**src/rtl/uart_irq_pkg.sv**
```systemverilog
// Package: uart_irq_pkg
// Shared constants and types for the UART interrupt controller.
// Assumes a 32-bit register port and word-aligned register offsets.
package uart_irq_pkg;

    localparam int NUM_SRC  = 14;
    localparam int DATA_W   = 32;
    localparam int ADDR_W   = 4;
    localparam int WORD_LSB = 2;

    // Register word index, decoded from reg_addr[3:2]
    typedef enum logic [1:0] {
        REG_ENABLE  = 2'd0,
        REG_DISABLE = 2'd1,
        REG_MASK    = 2'd2,
        REG_STATUS  = 2'd3
    } reg_word_e;

    // Event sources; the member order fixes the bit positions (MSB first)
    typedef struct packed {
        logic rx_break;
        logic tx_overflow;
        logic tx_near_full;
        logic tx_trigger;
        logic modem_change;
        logic rx_timeout;
        logic parity_err;
        logic framing_err;
        logic rx_overrun;
        logic tx_full;
        logic tx_empty;
        logic rx_full;
        logic rx_empty;
        logic rx_trigger;
    } irq_vec_t;

endpackage

```
**src/rtl/uart_irq_regdec.sv**
```systemverilog
// Module: uart_irq_regdec
// Decodes the register-port write into per-bit action vectors:
// mask set, mask clear and status clear.
// Assumes byte addressing with the word index in addr[WORD_LSB+1:WORD_LSB].
// Data bits at and above NUM_SRC are dropped here.
module uart_irq_regdec
    import uart_irq_pkg::*;
#(
    parameter int N_SRC = NUM_SRC,
    parameter int DW    = DATA_W,
    parameter int AW    = ADDR_W
) (
    input  logic             reg_wr,
    input  logic [AW-1:0]    reg_addr,
    input  logic [DW-1:0]    reg_wdata,
    output reg_word_e        word_sel,
    output logic [N_SRC-1:0] mask_set,
    output logic [N_SRC-1:0] mask_clr,
    output logic [N_SRC-1:0] stat_clr
);

    logic [N_SRC-1:0] wbits;
    logic             unused_bits;

    assign wbits       = reg_wdata[N_SRC-1:0];
    assign unused_bits = ^{reg_wdata[DW-1:N_SRC], reg_addr[WORD_LSB-1:0]};

    // Extract the word index from the byte address
    always_comb begin
        word_sel = reg_word_e'(reg_addr[WORD_LSB +: 2]);
    end

    // Route write data to the action selected by the word index
    always_comb begin
        mask_set = '0;
        mask_clr = '0;
        stat_clr = '0;
        if (reg_wr) begin
            unique case (word_sel)
                REG_ENABLE:  mask_set = wbits;
                REG_DISABLE: mask_clr = wbits;
                REG_STATUS:  stat_clr = wbits;
                default:     ;
            endcase
        end
    end

endmodule

```
**src/rtl/uart_irq_mask.sv**
```systemverilog
// Module: uart_irq_mask
// Holds the interrupt mask. Bits are changed only by the set and clear
// vectors. Assumes set and clear never name the same bit in one cycle,
// since they come from different word addresses of one write port.
module uart_irq_mask #(
    parameter int N_SRC = 14
) (
    input  logic             clk,
    input  logic             rst_n,
    input  logic [N_SRC-1:0] mask_set,
    input  logic [N_SRC-1:0] mask_clr,
    output logic [N_SRC-1:0] mask_q
);

    // Register the mask with synchronous reset to all-disabled
    always_ff @(posedge clk) begin
        if (!rst_n) begin
            mask_q <= '0;
        end else begin
            mask_q <= (mask_q | mask_set) & ~mask_clr;
        end
    end

endmodule

```
**src/rtl/uart_irq_status.sv**
```systemverilog
// Module: uart_irq_status
// Sticky per-source status bits. An event pulse sets its bit. A
// write-1-to-clear resets the bit, unless an event arrives in the same
// cycle, in which case the event wins. Assumes event pulses are already
// synchronous to clk.
module uart_irq_status #(
    parameter int N_SRC = 14
) (
    input  logic             clk,
    input  logic             rst_n,
    input  logic [N_SRC-1:0] evt,
    input  logic [N_SRC-1:0] clr,
    output logic [N_SRC-1:0] status_q
);

    for (genvar k = 0; k < N_SRC; k++) begin : g_bit
        // One sticky flop per source, set has priority over clear
        always_ff @(posedge clk) begin
            if (!rst_n) begin
                status_q[k] <= 1'b0;
            end else if (evt[k]) begin
                status_q[k] <= 1'b1;
            end else if (clr[k]) begin
                status_q[k] <= 1'b0;
            end
        end
    end

endmodule

```
**src/rtl/uart_irq_ctrl.sv**
```systemverilog
// Module: uart_irq_ctrl (top)
// UART interrupt enable, mask and sticky status, with a 32-bit register
// port and one level interrupt output. Reads are combinational from
// reg_addr. Unused upper data bits read as zero.
// Assumes reg_addr is stable while reg_rdata is sampled.
module uart_irq_ctrl
    import uart_irq_pkg::*;
#(
    parameter int N_SRC = NUM_SRC,
    parameter int DW    = DATA_W,
    parameter int AW    = ADDR_W
) (
    input  logic             clk,
    input  logic             rst_n,
    input  logic [N_SRC-1:0] evt_i,
    input  logic             reg_wr,
    input  logic [AW-1:0]    reg_addr,
    input  logic [DW-1:0]    reg_wdata,
    output logic [DW-1:0]    reg_rdata,
    output logic             irq_o
);

    reg_word_e        word_sel;
    logic [N_SRC-1:0] mask_set;
    logic [N_SRC-1:0] mask_clr;
    logic [N_SRC-1:0] stat_clr;
    logic [N_SRC-1:0] mask_q;
    logic [N_SRC-1:0] status_q;

    uart_irq_regdec #(.N_SRC(N_SRC), .DW(DW), .AW(AW)) u_dec (
        .reg_wr    (reg_wr),
        .reg_addr  (reg_addr),
        .reg_wdata (reg_wdata),
        .word_sel  (word_sel),
        .mask_set  (mask_set),
        .mask_clr  (mask_clr),
        .stat_clr  (stat_clr)
    );

    uart_irq_mask #(.N_SRC(N_SRC)) u_mask (
        .clk      (clk),
        .rst_n    (rst_n),
        .mask_set (mask_set),
        .mask_clr (mask_clr),
        .mask_q   (mask_q)
    );

    uart_irq_status #(.N_SRC(N_SRC)) u_stat (
        .clk      (clk),
        .rst_n    (rst_n),
        .evt      (evt_i),
        .clr      (stat_clr),
        .status_q (status_q)
    );

    // Select read data: mask and status readable, enable/disable read zero
    always_comb begin
        reg_rdata = '0;
        unique case (word_sel)
            REG_MASK:   reg_rdata[N_SRC-1:0] = mask_q;
            REG_STATUS: reg_rdata[N_SRC-1:0] = status_q;
            default:    reg_rdata = '0;
        endcase
    end

    // Combine masked status into the single interrupt line
    always_comb begin
        irq_o = |(status_q & mask_q);
    end

endmodule

```
**config.mk**
```make
export PLATFORM = sky130hd
export DESIGN_NAME = uart_irq_ctrl
export DESIGN_NICKNAME = d
export VERILOG_FILES = /design/src/rtl/uart_irq_pkg.sv /design/src/rtl/uart_irq_regdec.sv /design/src/rtl/uart_irq_mask.sv /design/src/rtl/uart_irq_status.sv /design/src/rtl/uart_irq_ctrl.sv
export SDC_FILE = /design/constraint.sdc
export NUM_CORES = 1
export LEC_CHECK = 0
export BUFFER_PORTS_ARGS = -buffer_cell sky130_fd_sc_hd__buf_2
export CAP_MARGIN = 10
export CORE_MARGIN = 2
export CORE_UTILIZATION = 43
export CTS_CLUSTER_DIAMETER = 200
export DETAILED_ROUTE_END_ITERATION = 7
export PLACE_DENSITY = 0.78
export SETUP_SLACK_MARGIN = 0.1
export SLEW_MARGIN = 15
export SYNTH_ARGS = -nofsm -noshare
export SYNTH_HDL_FRONTEND = slang
export SYNTH_SLANG_ARGS = --single-unit
```
**constraint.sdc**
```tcl
create_clock -name clk -period 1.3 [get_ports clk]
set_clock_uncertainty 0.1 [all_clocks]
set_input_delay 0.26 -clock clk [delete_from_list [all_inputs] [get_ports clk]]
set_output_delay 0.26 -clock clk [all_outputs]
set_load 0.005 [all_outputs]
```
==> results.cfg <==
[timing]
finalHoldViolCount = 0
max_freq_mhz = 565
hold_slack_ps = 18.0
setup_ws_ps = -470
relSlewSlack_pct = 59.2
slew_violations = 0
worst_pin_slew_ps = 612
setup_viol = 15
min_period_over_period_pct = 136
min_period_ps = 1770
rsz0062_at_grt = true

[routing]
vias = 1399
drt_first_pass_iters = 4
drc_errors = 0
routed_via_density = 4.94
ant_nets = 0
wire_per_inst_um = 13.0
wirelength_mm = 3.67
first_iter_violations = 61

[critical_path]
worstSetupPathType = flop to output pin
cp_data_required_time_ps = 940
endpoint_kind = output pin
start_kind = flop
slowest_stage = dfxtp_2
r2r_cells = 5
cpPeakStageDelay_ps = 350
cp_max_fo = 2
critPathArrivalTime_ps = 1410
reg2reg_from = u_stat.status_q[13]
setup.worst_path.start = u_mask.mask_q[6]
path_cells = a22o_1, a221oi_2, nand4_1, buf_2

[global_routing]
grt_max_degree = 24
grt_pass1_vias = 1197
track_usage_pct = 17.2
grt_first_pass_wirelength_mm = 5.52
grt-ovfl-total = 0
antenna_found_initial = 0

[power]
vdd_ir_drop_max_v = 0.000625
power_leakage_nw = 0.954
powerDensity_mw_per_mm2 = 968

[finish]
n_antenna_cell = 0
synthToLayoutAreaGrowth_pct = 31.7
drive_above_1_share_pct = 44.3
final_nets = 291

[synthesis]
synth_edf_count = 0
yosys-top-cells-area = dfxtp_1 37%, buf_4 10%, mux2i_1 9.2%, a311oi_1 6.9%, a31oi_1 5.8%
yosysUniqueCellTypes = 22
synth_top_area_share_pct = 36.8
yosysMostFrequentCell = dfxtp_1
yosysSeqAreaShare_pct = 36.8
yosysWarnings = 0
async_reset_ff_share_pct = 0
syn_area_per_cell_um2 = 8.95
netlist_area_mm2 = 0.00152
synth_cells = 170
yosysTopAreaCell = dfxtp_1
ys.flop_type = dfxtp_1
synth_common_cells = 28 x dfxtp_1, 21 x buf_4, 15 x inv_1
ys_seq_elements = 28

[worst_hold_path]
hold_path_depth = 2
hp-class = input port to flop
worstHoldStart = reg_wdata[6]

[run]
max-cap-violations = 0

[floorplanning]
num_rows = 21
core_mm2 = 0.00336
die_width_um = 63.5
start_util_pct = 45.2
die_height_um = 63.5
pin_count = 86
dieArea_mm2 = 0.00403

[clock_tree]
cts.sinks = 28
clock_latency_ps = 330
clk_pin_slew_ps = 160
cts_max_path_buffers = 2
cts_root_buffer = clkbuf_4
cts_buffers = 3
cts-htree-levels = 1
cts_tree = yes

[placement]
dp_hpwl_mm = 2.55
place_ws_ps = -165
io_buffers = 47
gp_congestion = 0.798

[status]
outcome = finished with violations
violations = negative setup slack
[layout make-up]
cell class	instances	area, µm²
clock buffer	3	22.5
timing repair buffer	75	493
fill	310	1360
multi-input combinational	115	756
inverter	15	56.3
sequential	28	589
tap	46	57.6
clock inverter	1	30.0
[cell usage in the layout (no fill, tap or decap), types with 2 or more instances in the layout]
| cell type | n |
|---|---|
| dfxtp_2 | 23 |
| o21ai_0 | 14 |
| a31oi_1 | 14 |
| a21bo_2 | 2 |
| clkbuf_4 | 3 |
| dfxtp_1 | 5 |
| buf_4 | 17 |
| a21oi_1 | 14 |
| mux2i_1 | 13 |
| a22oi_1 | 5 |
| buf_2 | 47 |
| inv_1 | 15 |
| nand3b_1 | 2 |
| a311oi_1 | 12 |
| nor2b_1 | 14 |
| dlygate4sd3_1 | 2 |
| conb_1 | 18 |
| buf_6 | 8 |
| and3_1 | 2 |
[state kept, by name (all words and copies together) (netlist names)]
signal,flops
u_stat.status_q,14
u_mask.mask_q,14
[logic make-up (layout without fill, tap and decap cells)]
group	after synthesis	after routing	share of synthesized area, %
AOI/OAI and AO/OA	63	63	26.8
buffers and inverters	44	94	18.3
DFF	28	28	36.8
and+or+nand+nor	20	20	8.55
muxes	14	14	9.21
other	1	18	0.246
[path summary, 6_finish.rpt]
| path | slack [ps] | end |
|---|---|---|
| setup / recovery | -470 | irq_o |
| hold / removal | 20 | u_stat.status_q[6] |
| setup reg to reg | 180 | u_stat.status_q[13] |
| hold reg to reg | 440 | u_mask.mask_q[5] |
[power by group]
part | switching [mW] | internal, mW | total [mW]
sequential | 0.0417 | 0.922 | 0.963
clock | 0.274 | 0.312 | 0.586
combinational | 0.184 | 0.208 | 0.392
[stage by stage]
step                instances  total power, mW  TNS, ps  cell area [µm²]  util (%)
floorplan                 187             1.20        0             1590         -
global placement          273             1.32    -1270             1830      54.5
detailed placement        273             1.33    -1580             1830      54.5
CTS                       278             1.93    -2290             1960      58.1
global route              283             2.04    -3260             2000      59.6
finish                    283             1.94    -2130             2000      59.6
[layer usage]
metal	wire [µm]	track usage, %	part of all wire (%)	up-vias
li1	-	-	-	716
met1	1680	22.9	46	635
met2	1740	27.6	47	46
met3	240	3.75	6.5	2
met4	13	5.71	0.35	0
met5	0	0	0	-
[worst max-delay path, delay by kind of cell (launching register included)]
family / cells / cell delay (ps)
AOI/OAI and AO/OA: 2 / 450
DFF: 1 / 350
buffers and inverters: 1 / 140
and+or+nand+nor: 1 / 130
[repair_timing]
action / in CTS / in global routing
setup endpoints to repair: 15 / 15
setup buffers: 1 / 4
hold endpoints to repair: 0 / 2
pin swaps: 0 / 0
hold buffers: 0 / 2
resized for setup: 30 / 4
Note: power is estimated with default switching activity, not from simulation.
